$ cat src/rtl/bc_pkg.sv
package bc_pkg;
   typedef enum logic [1:0] {
      ST_IDLE  = 2'd0,
      ST_WBACK = 2'd1,
      ST_FILL  = 2'd2,
      ST_DONE  = 2'd3
   } bc_state_e;
endpackage

$ cat src/rtl/bc_line_store.sv
module bc_line_store #(
   parameter int INDEX_W = 2,
   parameter int TAG_W   = 1,
   parameter int BLK_W   = 16
) (
   input  logic               clk,
   input  logic               rst_n,
   input  logic [INDEX_W-1:0] rd_idx,
   output logic               rd_valid,
   output logic               rd_dirty,
   output logic [TAG_W-1:0]   rd_tag,
   output logic [BLK_W-1:0]   rd_block,
   input  logic               wr_en,
   input  logic [INDEX_W-1:0] wr_idx,
   input  logic               wr_valid,
   input  logic               wr_dirty,
   input  logic [TAG_W-1:0]   wr_tag,
   input  logic [BLK_W-1:0]   wr_block
);
   localparam int LINES = 1 << INDEX_W;

   logic [LINES-1:0] valid_vec;
   logic [LINES-1:0] dirty_vec;
   logic [TAG_W-1:0] tag_arr   [LINES];
   logic [BLK_W-1:0] block_arr [LINES];

   for (genvar g = 0; g < LINES; g++) begin : g_line
      logic             v_r;
      logic             d_r;
      logic [TAG_W-1:0] t_r;
      logic [BLK_W-1:0] b_r;
      logic             sel;

      assign sel = wr_en && (wr_idx == INDEX_W'(g));

      always_ff @(posedge clk or negedge rst_n) begin
         if (!rst_n) begin
            v_r <= 1'b0;
            d_r <= 1'b0;
            t_r <= '0;
            b_r <= '0;
         end else if (sel) begin
            v_r <= wr_valid;
            d_r <= wr_dirty;
            t_r <= wr_tag;
            b_r <= wr_block;
         end
      end

      assign valid_vec[g] = v_r;
      assign dirty_vec[g] = d_r;
      assign tag_arr[g]   = t_r;
      assign block_arr[g] = b_r;


      dirty_needs_valid_chk: assert property (@(posedge clk) disable iff (!rst_n)
         d_r |-> v_r)
         else $error("dirty line %0d is not valid", g);
   end

   assign rd_valid = valid_vec[rd_idx];
   assign rd_dirty = dirty_vec[rd_idx];
   assign rd_tag   = tag_arr[rd_idx];
   assign rd_block = block_arr[rd_idx];
endmodule

$ cat src/rtl/bc_lane_pick.sv
module bc_lane_pick #(
   parameter int DATA_W   = 8,
   parameter int OFFSET_W = 1
) (
   input  logic [DATA_W*(1<<OFFSET_W)-1:0] blk,
   input  logic [OFFSET_W-1:0]             off,
   output logic [DATA_W-1:0]               byte_out
);
   localparam int BYTES = 1 << OFFSET_W;

   logic [DATA_W-1:0] lanes [BYTES];

   for (genvar g = 0; g < BYTES; g++) begin : g_lane
      assign lanes[g] = blk[g*DATA_W +: DATA_W];
   end

   assign byte_out = lanes[off];
endmodule

$ cat src/rtl/bc_lane_merge.sv
module bc_lane_merge #(
   parameter int DATA_W   = 8,
   parameter int OFFSET_W = 1
) (
   input  logic [DATA_W*(1<<OFFSET_W)-1:0] blk_in,
   input  logic [OFFSET_W-1:0]             off,
   input  logic [DATA_W-1:0]               byte_in,
   output logic [DATA_W*(1<<OFFSET_W)-1:0] blk_out
);
   localparam int BYTES = 1 << OFFSET_W;

   for (genvar g = 0; g < BYTES; g++) begin : g_lane
      assign blk_out[g*DATA_W +: DATA_W] =
         (off == OFFSET_W'(g)) ? byte_in : blk_in[g*DATA_W +: DATA_W];
   end
endmodule

$ cat src/rtl/bc_counters.sv
module bc_counters #(
   parameter int CNT_W = 16
) (
   input  logic             clk,
   input  logic             rst_n,
   input  logic             hit_pulse,
   input  logic             miss_pulse,
   output logic [CNT_W-1:0] hit_count,
   output logic [CNT_W-1:0] miss_count
);
   always_ff @(posedge clk or negedge rst_n) begin
      if (!rst_n) begin
         hit_count  <= '0;
         miss_count <= '0;
      end else begin
         if (hit_pulse)  hit_count  <= hit_count + CNT_W'(1);
         if (miss_pulse) miss_count <= miss_count + CNT_W'(1);
      end
   end


   single_count_chk: assert property (@(posedge clk) disable iff (!rst_n)
      1'b1 |=> !((hit_count != $past(hit_count)) && (miss_count != $past(miss_count))))
      else $error("hit and miss counters moved together");
endmodule

$ cat src/rtl/bc_ctrl.sv
module bc_ctrl
   import bc_pkg::*;
#(
   parameter int INDEX_W = 2,
   parameter int TAG_W   = 1,
   parameter int BLK_W   = 16
) (
   input  logic                     clk,
   input  logic                     rst_n,
   input  logic                     core_req,
   input  logic                     core_we,
   input  logic [TAG_W-1:0]         addr_tag,
   input  logic [INDEX_W-1:0]       addr_idx,
   input  logic                     line_valid,
   input  logic                     line_dirty,
   input  logic [TAG_W-1:0]         line_tag,
   input  logic [BLK_W-1:0]         line_block,
   input  logic [BLK_W-1:0]         merged_block,
   input  logic                     mem_ack,
   input  logic [BLK_W-1:0]         mem_rblock,
   output logic                     core_ready,
   output logic                     mem_req,
   output logic                     mem_we,
   output logic [TAG_W+INDEX_W-1:0] mem_blk_addr,
   output logic [BLK_W-1:0]         mem_wblock,
   output logic                     line_wr_en,
   output logic                     line_wr_valid,
   output logic                     line_wr_dirty,
   output logic [TAG_W-1:0]         line_wr_tag,
   output logic [BLK_W-1:0]         line_wr_block,
   output logic                     merge_from_mem,
   output logic                     hit_pulse,
   output logic                     miss_pulse
);
   bc_state_e st_q, st_d;
   logic      hit;

   assign hit        = line_valid && (line_tag == addr_tag);
   assign mem_wblock = line_block;

   always_comb begin
      st_d           = st_q;
      core_ready     = 1'b0;
      mem_req        = 1'b0;
      mem_we         = 1'b0;
      mem_blk_addr   = {addr_tag, addr_idx};
      line_wr_en     = 1'b0;
      line_wr_valid  = 1'b1;
      line_wr_dirty  = 1'b0;
      line_wr_tag    = addr_tag;
      line_wr_block  = merged_block;
      merge_from_mem = 1'b0;
      hit_pulse      = 1'b0;
      miss_pulse     = 1'b0;
      unique case (st_q)
         ST_IDLE: begin
            if (core_req) begin
               if (hit) begin
                  core_ready = 1'b1;
                  hit_pulse  = 1'b1;
                  if (core_we) begin
                     line_wr_en    = 1'b1;
                     line_wr_dirty = 1'b1;
                  end
               end else begin
                  miss_pulse = 1'b1;
                  st_d = (line_valid && line_dirty) ? ST_WBACK : ST_FILL;
               end
            end
         end
         ST_WBACK: begin
            mem_req      = 1'b1;
            mem_we       = 1'b1;
            mem_blk_addr = {line_tag, addr_idx};
            if (mem_ack) st_d = ST_FILL;
         end
         ST_FILL: begin
            mem_req        = 1'b1;
            merge_from_mem = 1'b1;
            if (mem_ack) begin
               line_wr_en    = 1'b1;
               line_wr_dirty = core_we;
               line_wr_block = core_we ? merged_block : mem_rblock;
               st_d          = ST_DONE;
            end
         end
         ST_DONE: begin
            core_ready = 1'b1;
            st_d       = ST_IDLE;
         end
         default: st_d = ST_IDLE;
      endcase
   end

   always_ff @(posedge clk or negedge rst_n) begin
      if (!rst_n) st_q <= ST_IDLE;
      else        st_q <= st_d;
   end


   mem_hold_chk: assert property (@(posedge clk) disable iff (!rst_n)
      (mem_req && !mem_ack) |=> (mem_req && $stable(mem_we) && $stable(mem_blk_addr)))
      else $error("memory request changed before acknowledge");


   wb_then_fill_chk: assert property (@(posedge clk) disable iff (!rst_n)
      (mem_req && mem_we && mem_ack) |=> (mem_req && !mem_we))
      else $error("writeback not followed by fill");


   ready_needs_req_chk: assert property (@(posedge clk) disable iff (!rst_n)
      core_ready |-> core_req)
      else $error("ready without request");


   ready_no_mem_chk: assert property (@(posedge clk) disable iff (!rst_n)
      core_ready |-> !mem_req)
      else $error("ready while memory busy");


   ready_after_fill_chk: assert property (@(posedge clk) disable iff (!rst_n)
      (mem_req && !mem_we && mem_ack) |=> core_ready)
      else $error("ready did not follow fill acknowledge");
endmodule

$ cat src/rtl/byte_cache.sv
module byte_cache #(
   parameter int ADDR_W   = 4,
   parameter int INDEX_W  = 2,
   parameter int OFFSET_W = 1,
   parameter int DATA_W   = 8,
   parameter int CNT_W    = 16
) (
   input  logic                              clk,
   input  logic                              rst_n,
   input  logic                              core_req,
   input  logic                              core_we,
   input  logic [ADDR_W-1:0]                 core_addr,
   input  logic [DATA_W-1:0]                 core_wdata,
   output logic                              core_ready,
   output logic [DATA_W-1:0]                 core_rdata,
   output logic                              mem_req,
   output logic                              mem_we,
   output logic [ADDR_W-OFFSET_W-1:0]        mem_blk_addr,
   output logic [DATA_W*(1<<OFFSET_W)-1:0]   mem_wblock,
   input  logic                              mem_ack,
   input  logic [DATA_W*(1<<OFFSET_W)-1:0]   mem_rblock,
   output logic [CNT_W-1:0]                  hit_count,
   output logic [CNT_W-1:0]                  miss_count
);
   localparam int TAG_W = ADDR_W - INDEX_W - OFFSET_W;
   localparam int BLK_W = DATA_W * (1 << OFFSET_W);

   initial begin
      assert (TAG_W >= 1) else $fatal(1, "address too narrow for index and offset");
      assert (OFFSET_W >= 1) else $fatal(1, "block must hold at least two bytes");
      assert (INDEX_W >= 1) else $fatal(1, "at least two lines required");
      assert (DATA_W >= 1 && CNT_W >= 1) else $fatal(1, "bad width");
   end

   // address fields
   logic [OFFSET_W-1:0] a_off;
   logic [INDEX_W-1:0]  a_idx;
   logic [TAG_W-1:0]    a_tag;
   assign a_off = core_addr[OFFSET_W-1:0];
   assign a_idx = core_addr[OFFSET_W +: INDEX_W];
   assign a_tag = core_addr[ADDR_W-1 -: TAG_W];

   logic             l_valid, l_dirty;
   logic [TAG_W-1:0] l_tag;
   logic [BLK_W-1:0] l_block;
   logic             w_en, w_valid, w_dirty;
   logic [TAG_W-1:0] w_tag;
   logic [BLK_W-1:0] w_block;
   logic [BLK_W-1:0] merge_src, merged;
   logic             from_mem;
   logic             hit_p, miss_p;
   logic [DATA_W-1:0] line_byte;

   bc_line_store #(.INDEX_W(INDEX_W), .TAG_W(TAG_W), .BLK_W(BLK_W)) u_store (
      .clk(clk), .rst_n(rst_n), .rd_idx(a_idx),
      .rd_valid(l_valid), .rd_dirty(l_dirty), .rd_tag(l_tag), .rd_block(l_block),
      .wr_en(w_en), .wr_idx(a_idx), .wr_valid(w_valid), .wr_dirty(w_dirty),
      .wr_tag(w_tag), .wr_block(w_block)
   );

   assign merge_src = from_mem ? mem_rblock : l_block;

   bc_lane_merge #(.DATA_W(DATA_W), .OFFSET_W(OFFSET_W)) u_merge (
      .blk_in(merge_src), .off(a_off), .byte_in(core_wdata), .blk_out(merged)
   );

   bc_lane_pick #(.DATA_W(DATA_W), .OFFSET_W(OFFSET_W)) u_pick (
      .blk(l_block), .off(a_off), .byte_out(line_byte)
   );

   assign core_rdata = core_we ? core_wdata : line_byte;

   bc_ctrl #(.INDEX_W(INDEX_W), .TAG_W(TAG_W), .BLK_W(BLK_W)) u_ctrl (
      .clk(clk), .rst_n(rst_n), .core_req(core_req), .core_we(core_we),
      .addr_tag(a_tag), .addr_idx(a_idx),
      .line_valid(l_valid), .line_dirty(l_dirty), .line_tag(l_tag), .line_block(l_block),
      .merged_block(merged), .mem_ack(mem_ack), .mem_rblock(mem_rblock),
      .core_ready(core_ready), .mem_req(mem_req), .mem_we(mem_we),
      .mem_blk_addr(mem_blk_addr), .mem_wblock(mem_wblock),
      .line_wr_en(w_en), .line_wr_valid(w_valid), .line_wr_dirty(w_dirty),
      .line_wr_tag(w_tag), .line_wr_block(w_block), .merge_from_mem(from_mem),
      .hit_pulse(hit_p), .miss_pulse(miss_p)
   );

   bc_counters #(.CNT_W(CNT_W)) u_cnt (
      .clk(clk), .rst_n(rst_n), .hit_pulse(hit_p), .miss_pulse(miss_p),
      .hit_count(hit_count), .miss_count(miss_count)
   );
endmodule

$ cat config.mk
export PLATFORM = sky130hd
export DESIGN_NAME = byte_cache
export DESIGN_NICKNAME = d
export VERILOG_FILES = /design/src/rtl/bc_pkg.sv /design/src/rtl/bc_line_store.sv /design/src/rtl/bc_lane_pick.sv /design/src/rtl/bc_lane_merge.sv /design/src/rtl/bc_counters.sv /design/src/rtl/bc_ctrl.sv /design/src/rtl/byte_cache.sv
export SDC_FILE = /design/constraint.sdc
export NUM_CORES = 1
export LEC_CHECK = 0
export BUFFER_PORTS_ARGS = -buffer_cell sky130_fd_sc_hd__buf_2
export CORE_AREA = 2 2 130 81
export CTS_CLUSTER_DIAMETER = 60
export DETAILED_ROUTE_END_ITERATION = 12
export DIE_AREA = 0 0 132 83
export PLACE_DENSITY = 0.83
export SYNTH_ARGS = -nofsm -noshare
export SYNTH_HDL_FRONTEND = slang
export SYNTH_SLANG_ARGS = --single-unit
export TNS_END_PERCENT = 50
$ cat constraint.sdc
create_clock -name clk -period 3.9 [get_ports clk]
set_input_delay 0.585 -clock clk [delete_from_list [all_inputs] [get_ports clk]]
set_output_delay 0.585 -clock clk [all_outputs]
set_load 0.01 [all_outputs]
Word level (Yosys, flattened, before mapping)
Index checks and enable logic that the tools add are counted.

word-level totals
  register bits after elaboration = 110
  bits in latches = 0
  RAM bits = 0
  bits in read-only memories = 0
  input port bits = 33
  output and inout port bits = 62
  logic and storage cells = 91
  memories kept = 0

operators by class
  add/subtract/negate cells = 2
  $mul = 0
  div/mod/pow operators = 0
  order comparisons = 3
  eq/ne operators = 11
  shift operators = 0
  multiplexer cells = 44
  bitwise logic cells = 2
  reduce and logical (&&, ||, !) cells = 10

operators by type and width
  operator                                                                count
  16-bit 2-to-1 mux                                                       6
  8-bit 2-to-1 mux                                                        6
  16-bit by 1-bit adder with 16-bit output (second input constant)        2
  16-bit binary-select mux with 2-bit select                              1
  1-bit 2-to-1 mux                                                        18
  2-bit 2-to-1 mux                                                        5
  2-bit equality test (second input constant)                             4
  2-bit inequality test (second input constant)                           4
  2-bit one-hot mux with 4 select lines                                   1
  1-bit binary-select mux with 2-bit select                               3
  1-bit logical AND                                                       6
  1-bit one-hot mux with 2 select lines                                   3
  2-bit by 1-bit equality test with 1-bit output (second input constant)  2
  2-bit zero test                                                         2
  4-bit AND reduction                                                     1
  3-bit >= comparator (second input constant)                             1
  2-bit by 3-bit < comparator with 1-bit output (second input constant)   1
  3-bit 2-to-1 mux                                                        1
  2-bit inverter with 3-bit output                                        1
  2-bit >= comparator (second input constant)                             1
  1-bit inverter with 2-bit output                                        1
  2-bit OR reduction                                                      1
  1-bit equality test                                                     1

Logic depth before layout (Yosys ltp)
Gate-level depths: netlist of run 1.

  depth after elaboration = 10
  depth in mapped cells = 11

Hierarchy
Synthesis of run 1 repeated with hierarchy kept, for this count alone.

second synthesis, totals
  cell total of the unflattened synthesis = 422
  area total of the unflattened synthesis = 6254.7 sq um

by module, submodules not included
  module         times used  cells an instance  area an instance (sq um)
  bc_line_store  1           186                3537.1
  bc_counters    1           113                1387.6
  bc_ctrl        1           69                 605.6
  byte_cache     1           27                 344.1
  bc_lane_merge  1           18                 249.0
  bc_lane_pick   1           9                  131.4

Least setup slack after synthesis of run 1
OpenSTA, ideal clock, no wires.

  path type = in2out
  from = in core_addr[2]
  to = out core_ready
  arrival time = 1.944 ns
  data required time = 3.315 ns
  slack = 1.371 ns
  stages = 7
  path buffers = 2
  path through = buf_6 > mux2i_1 > mux2_4 > a21oi_1 > buf_2 > nor2_1 > nor2_1

on the way
  longest elaborated chain between the ends = 9
  elaborated cells on any way between the ends = 11

ends and longest elaborated chain
  item                                                    RTL line             source
  from (decl)                                             byte_cache.sv:12     input logic [ADDR_W-1:0] core_addr,
  2-bit inverter with 3-bit output (implied by the code)  bc_line_store.sv:63  assign rd_tag = tag_arr[rd_idx];
  1-bit binary-select mux with 2-bit select               bc_line_store.sv:63
  1-bit 2-to-1 mux (implied by the code) (2 in a row)     bc_line_store.sv:63
  1-bit equality test                                     bc_ctrl.sv:38        assign hit = line_valid && (line_tag == addr_tag);
  1-bit logical AND *                                     bc_ctrl.sv:38
  1-bit 2-to-1 mux *                                      bc_ctrl.sv:58        if (hit) begin
  1-bit 2-to-1 mux *                                      bc_ctrl.sv:57        if (core_req) begin
  1-bit one-hot mux with 2 select lines *                 bc_ctrl.sv:55        unique case (st_q)
  to (decl)                                               byte_cache.sv:14     output logic core_ready,

Mark *: on every way between the ends. The rest lies on a longest branch, timed or not. The select of a mux whose other input is x is not followed.

Final worst setup path of run 1
  from = reg u_ctrl.st_q[0]
  to = out core_ready

on the way
  longest elaborated chain between the ends = 2
  elaborated cells on any way between the ends = 3

ends and longest elaborated chain
  item                                                    RTL line       source
  from (decl)                                             bc_ctrl.sv:35  bc_state_e st_q, st_d;
  from (signal assigned)                                  bc_ctrl.sv:97  else st_q <= st_d;
  2-bit equality test or 2-bit zero test (tied branches)  bc_ctrl.sv:55
  1-bit one-hot mux with 2 select lines *                 bc_ctrl.sv:55

Mark *: on every way between the ends. The rest lies on a longest branch, timed or not.

==> results of run 1 <==
-- flip-flops by register name (all words and copies together) (netlist names) --
signal / flops
u_store.g_line.v_r: 4
u_cnt.miss_count: 16
u_store.g_line.b_r: 64
u_store.g_line.t_r: 4
u_store.g_line.d_r: 4
u_cnt.hit_count: 16
u_ctrl.st_q: 2
-- worst max path at each step --
| stage | startpoint | endpoint | slack [ps] | depth (start not counted) |
|---|---|---|---|---|
| global placement | core_addr[2] | u_cnt.miss_count[1] | 1020 | 6 |
| floorplan | core_addr[2] | core_ready | 1370 | 7 |
| global route | u_ctrl.st_q[1] | core_ready | 680 | 9 |
| CTS | u_ctrl.st_q[0] | core_ready | 910 | 9 |
| detailed placement | core_addr[2] | u_cnt.miss_count[1] | 900 | 6 |
| finish | u_ctrl.st_q[0] | core_ready | 890 | 9 |
-- metrics by stage --
step	cells	utilization	setup WS (ps)
floorplan	547	-	1370
global placement	746	0.641	1020
detailed placement	746	0.641	898
CTS	762	0.670	911
global route	762	0.670	684
finish	762	0.670	891
-- area by class of cell --
type | instances | area share
Clock inverter | 7 | 0.00885
Sequential cell | 110 | 0.423
Tap cell | 135 | 0.0260
Timing Repair Buffer | 107 | 0.0877
Multi-Input combinational cell | 388 | 0.416
Clock buffer | 9 | 0.0346
Inverter | 6 | 0.00346
-- metal layers --
metal  track usage  vias up
met5             0        -
met4         0.102        0
met3         0.110       53
met2         0.439      325
met1         0.425     2445
li1              -     2151
-- cell usage in the layout, fill, tap and decap left out, types with 2 or more instances in the layout --
cell type and instances:
nand3_1 16, mux2_4 2, buf_4 14, o21ai_1 4, inv_6 3, nand2_1 53
a21oi_1 10, nand4_1 14, clkinvlp_4 3, mux2i_1 12, and2_1 2, nor4_1 4
o21ai_0 132, o22ai_1 2, o21ai_2 10, nor3_1 3, nand2b_1 9, dfrtp_1 110
mux4_2 18, and3_1 8, clkbuf_16 9, o221ai_1 15, nor2_1 10, xnor2_1 20
or2_1 4, and4_1 2, mux2_1 3, xor2_1 12, inv_1 6, buf_2 93
ha_1 6, a21oi_4 2, mux2_2 3
-- cell usage after synthesis (2+ instances only) --
master,number,area [um2]
and4_1,2,17.5
clkbuf_1,17,63.8
clkbuf_2,4,20.0
buf_2,4,20.0
a21oi_1,10,50.1
xor2_1,12,105
o21ai_1,4,20.0
o21ai_0,132,661
mux2i_1,12,120
nand2_1,53,199
o21ai_2,10,87.6
nand3_1,16,80.1
dfrtp_1,110,2750
buf_1,3,11.3
and2_1,2,12.5
mux2_4,2,30.0
and3_1,8,50.1
inv_1,6,22.5
nand2b_1,9,56.3
or2_1,4,25.0
buf_6,11,124
mux2_1,3,33.8
xnor2_1,20,175
nand4_1,14,87.6
a21oi_4,2,32.5
buf_4,3,22.5
nor3_1,3,15.0
mux4_2,18,405
nor4_1,4,25.0
nor2_1,10,37.5
mux2_2,3,33.8
ha_1,6,75.1
o22ai_1,2,12.5
o221ai_1,15,131
-- worst reg2reg max path: cells and delay by family (launching register included) --
family / cells / cell delay, ps
AND/OR/NAND/NOR: 3 / 1010
buffers and inverters: 3 / 600
flip-flops: 1 / 430
adder cells (fa/ha/maj): 1 / 350
AO/OA/AOI/OAI: 2 / 270
-- logic make-up (layout without fill, tap and decap cells) --
| group | Yosys count | count (layout) | share of synthesized area |
|---|---|---|---|
| AO/OA/AOI/OAI | 181 | 181 | 0.185 |
| XOR/XNOR | 32 | 32 | 0.0486 |
| adder cells (fa/ha/maj) | 6 | 6 | 0.0130 |
| buffers and inverters | 49 | 129 | 0.0527 |
| flip-flops | 110 | 110 | 0.478 |
| multiplexers | 39 | 39 | 0.110 |
| AND/OR/NAND/NOR | 130 | 130 | 0.113 |
-- power by group --
group / switching [mW] / leakage [nW] / internal, mW / total, mW
Sequential: 0.251 / 1.41 / 1.54 / 1.79
Combinational: 1.05 / 1.43 / 0.680 / 1.73
Clock: 0.439 / 0.129 / 0.442 / 0.881
==> impl_metrics.ini, run 1 <==
[outcome]
status = complete, no violations

[finish]
n_fill_cell = 742
fin_area_mm2 = 0.00650
seqCellArea_mm2 = 0.00275
layout.nets = 661
drive_above_1_share = 0.263
multiInputGateArea_mm2 = 0.00271
syn2layout_area_growth_pct = 12.9
n_antenna_cell = 0

[synthesis]
ys.flop_type = dfrtp_1
syn_inst = 547
synthArstFlopShare = 1.00
synth_nets = 586
synth_edf_count = 0
syn_area_mm2 = 0.00576
ys_types = 47
ys_ff_latch = 110
synth-seq-area-share = 0.478
ys_warn_count = 0
avgSynthCellArea_um2 = 10.5

[setup_path]
path_cells = inv_1 > ha_1 > and2_1 > nand2_1 > a21oi_1 > buf_4 > nor2_1 > nor2_1 > buf_2
worst_setup_path_end_kind = output port
worstPathArrival_ps = 2420
reg2reg_slack_ps = 1160
reg2reg_from = u_ctrl.st_q[0]
cp_max_fo = 11
crit_top_cell = nor2_1
cp_slowest_stage_delay_ps = 430
r2r-end = u_store.g_line[2].b_r[1]
critPathRequiredTime_ps = 3310
worstSetupStartpointType = register
worstSetupPathType = register to output port
critPathSlowestCell = dfrtp_1
ff2ff_path_depth = 9
critPathTopFamily = simple AND/OR/NAND/NOR gates
path_buf_inv = 3

[routing]
ant_nets = 0
routed.top_layer = met4
viasPerCell = 6.53
drt-met1-wl_mm = 6.46
drt_iter0_drc = 564
drc = 0
wl_mm = 15.8
wl_met2_mm = 7.02
dr_wl_met3_mm = 1.92
vias = 4974
drt-pass1-iter-count = 5
wire_per_inst_um = 20.7

[floorplanning]
coreArea_mm2 = 0.00970
die_w_um = 132
die_y_um = 83
die_area_mm2 = 0.0110
row_count = 28
io_pins = 95
initial_utilization = 0.594

[cts]
cts-resized-gates = 0
clock_latency_ps = 360
cts_hold_buf = 0
cts_buffer_depth = 2
cts.sink_count = 110
clkTransAtPathRegs_ps = 70
cts_tree = yes
root_buffer = clkbuf_16
postCtsSetupBuffers = 0
cts_buffers = 9
htree_levels = 3

[sta]
max_freq_ghz = 0.332
finalSetupViolations = 0
slew_viol_final = 0
fin_crit_ps = 3010
max_slew.worst_pin.slew_ps = 958
timing.final.hold_violations = 0
tns_ps = 0
post-route-period-util = 0.772
slew_headroom = 0.360
finalClockSkew_ps = 9.15
rsz0062_at_grt = no
hold_ws_ps = 343

[place]
port_buffers = 94
place.gp.congestion = 0.838
hpwl_mm = 10.6
placed_area_mm2 = 0.00622

[grt]
grt_overflow = 0
grt_antenna_before_repair = 0
first_global_vias = 5078
grt.total_usage = 0.303
grt_pass1_wl_mm = 26.3
grt_max_degree = 74

[power]
power_mw = 4.40
p_per_area_mw_per_mm2 = 677
irDropWorstVdd_mv = 0.371
leakagePower_nw = 2.97

[min_path]
hold_class = primary input to async pin

[job]
maxCapViolCount = 0
No activity file was read; power rests on OpenSTA's default activity.
==> inputs of run 2 (changes only) <==
ABC_AREA = 1   (was default)
CORE_AREA = 2 2 138 86   (was 2 2 130 81)
DIE_AREA = 0 0 140 88   (was 0 0 132 83)
PLACE_DENSITY = 0.79   (was 0.83)
clock period = 3 ns   (was 3.9 ns; I/O delays follow)
==> run 2 against run 1 <==
The run now ends with design-rule violations left; design area rose by 7.8%; first-iteration DRC count grew 26%; area after synthesis grew 6.9%; hold slack got worse by 240 ps; power rose by 32%; non-clock buffer count unchanged; largest power group unchanged.
==> impl_metrics.ini, run 2 <==
[floorplanning]
die_w_um = 140
die_area_mm2 = 0.0123
die_y_um = 88
initial_utilization = 0.556
coreArea_mm2 = 0.0111
io_pins = 95
row_count = 30

[synthesis]
synth_nets = 896
synthArstFlopShare = 1.00
syn_area_mm2 = 0.00616
ys_warn_count = 0
syn_inst = 857
synth_most_common_cell = nand2_1
yosysTopAreaCell = dfrtp_1
synthTopCellsByCount = 381 x nand2_1, 110 x dfrtp_1, 98 x nand3_1
synth_area_leaders = dfrtp_1 45%, nand2_1 23%, nand3_1 8.0%
avgSynthCellArea_um2 = 7.19
synthAdderAreaFrac = 0.0122
muxShareOfSynthArea = 0.00163
synth-simple-area-share = 0.372
synth_top_area_frac = 0.447
synth_compound_area_frac = 0.0589
synthXorXnorAreaFrac = 0.0398
synth_top_family_by_area = simple AND/OR/NAND/NOR gates
synth_edf_count = 0
synth-seq-area-share = 0.447
ys.flop_type = dfrtp_1
ys_types = 32
ys_ff_latch = 110

[grt]
grt_max_degree = 67
grt.total_usage = 0.278
grt_pass1_wl_mm = 27.1
grt_antenna_before_repair = 0
first_global_vias = 5150
grt_overflow = 0

[power]
pwr-share-comb = 0.382
irDropWorstVdd_mv = 0.364
sw_frac_of_total = 0.408
power_mw = 5.81
leakagePower_nw = 3.67
p_per_area_mw_per_mm2 = 829
seq_power_share = 0.411
intPower_mw = 3.44
p_sw_mw = 2.37
p_clk_frac = 0.207

[cts]
cts.sink_count = 110
htree_levels = 3
clock_latency_ps = 350
cts_tree = yes
cts-resized-gates = 0
postCtsSetupBuffers = 0
root_buffer = clkbuf_16
cts_hold_buf = 0
clkTransAtPathRegs_ps = 70
cts_buffers = 9
cts_buffer_depth = 2

[setup_path]
cp_max_fo = 13
worstSetupStartpointType = register
cp_slowest_stage_delay_ps = 410
reg2reg_from = u_ctrl.st_q[0]
r2r-end = u_store.g_line[1].b_r[6]
critPathRequiredTime_ps = 2550
path_cells = inv_1 > ha_1 > nand2_1 > inv_1 > nand2_1 > clkinv_1 > nor2_1 > nor2_1 > buf_2
critPathTopFamily = buffers and inverters
worstSetupPathType = register to output port
path_buf_inv = 4
worst_setup_path_end_kind = output port
critPathSlowestCell = dfrtp_1
worstSetupStartpoint = u_ctrl.st_q[0]
worstPathArrival_ps = 1980
reg2reg_slack_ps = 690
ff2ff_path_depth = 9

[sta]
finalClockSkew_ps = 10.1
rsz0062_at_grt = no
timing.final.hold_violations = 0
hold_ws_ps = 99.6
post-route-period-util = 0.812
slew_viol_final = 0
max_freq_ghz = 0.411
fin_crit_ps = 2430
max_slew.worst_pin.slew_ps = 685
tns_ps = 0
slew_headroom = 0.543
finalSetupViolations = 0

[routing]
vias = 5904
wl_mm = 16.5
wire_per_inst_um = 15.3
drt_iter0_drc = 708
drt-pass1-iter-count = 10
viasPerCell = 5.48
drc = 2
ant_nets = 0

[finish]
largest_register_ffs = 64
layout_commonest_cell = nand2_1
syn2layout_area_growth_pct = 13.9
final_cell_mix = 381 x nand2_1, 110 x dfrtp_1, 98 x nand3_1, 93 x buf_2, 42 x inv_1
regMostFlops = u_store.g_line.b_r
drive_above_1_share = 0.142
top_regs = u_store.g_line.b_r x64, u_cnt.hit_count x16, u_cnt.miss_count x16
n_antenna_cell = 0
layout.nets = 969

[place]
place.gp.congestion = 0.888
port_buffers = 94
hpwl_mm = 11.1

[min_path]
hold_class = primary input to async pin

[outcome]
status = complete, but fails checks
violations = design-rule violations

[job]
maxCapViolCount = 0
-- run 2: through the flow --
stage	utilization	worst slack [ps]	cells	instance area, um2
global route	0.634	397	1078	7020
detailed placement	0.607	622	1063	6720
CTS	0.634	573	1078	7020
global placement	0.607	705	1063	6720
finish	0.634	565	1078	7020
floorplan	-	901	857	6160
-- run 2: how the worst max path moves through the flow --
stage                                      endpoint  slack, ps  depth (start not counted)
after global routing                     core_ready        400                          9
after global placement    u_store.g_line[2].b_r[10]        710                         12
after floorplan                          core_ready        900                         13
after detailed placement   u_store.g_line[1].b_r[6]        620                         12
after CTS                                core_ready        570                          9
final                                    core_ready        570                          9
-- run 2: cell families after synthesis --
family | after synthesis
fa+ha+maj | 6
mux | 1
compound gates | 69
simple gates | 553
buf+inv | 90
flops | 110
xor+xnor | 28
-- run 2: power groups by stage --
| stage | clock [mW] | combinational [mW] | sequential [mW] |
|---|---|---|---|
| 2_1_floorplan | 0 | 1.51 | 2.36 |
| 5_1_grt | 1.28 | 2.52 | 2.45 |
| 6_report | 1.20 | 2.22 | 2.39 |
| 3_5_place_dp | 0 | 2.21 | 2.39 |
| 3_3_place_gp | 0 | 2.15 | 2.39 |
| 4_1_cts | 1.21 | 2.21 | 2.38 |
-- run 2: layer usage --
| metal | up-vias | routed length [um] | track usage |
|---|---|---|---|
| met5 | - | 0 | 0 |
| met4 | 0 | 114 | 0.0505 |
| met3 | 12 | 1500 | 0.0656 |
| met2 | 262 | 6800 | 0.394 |
| met1 | 2757 | 8060 | 0.438 |
| li1 | 2873 | - | - |
-- run 2: worst register-to-register path, delay by kind of cell (launching register included) --
kind                       cells  cell delay, ps
and+or+nand+nor                5             710
buffers and inverters          3             900
DFF                            1             410
adders and majority gates      1             240
-- run 2: final cells by class --
class | count | area [um2]
fillers | 979 | 4060
multi-input cells | 657 | 2990
flip-flops and latches | 110 | 2750
repair buffers | 107 | 633
clock buffers | 12 | 246
well taps | 144 | 180
inverters | 45 | 169
clock inverters | 3 | 45.0
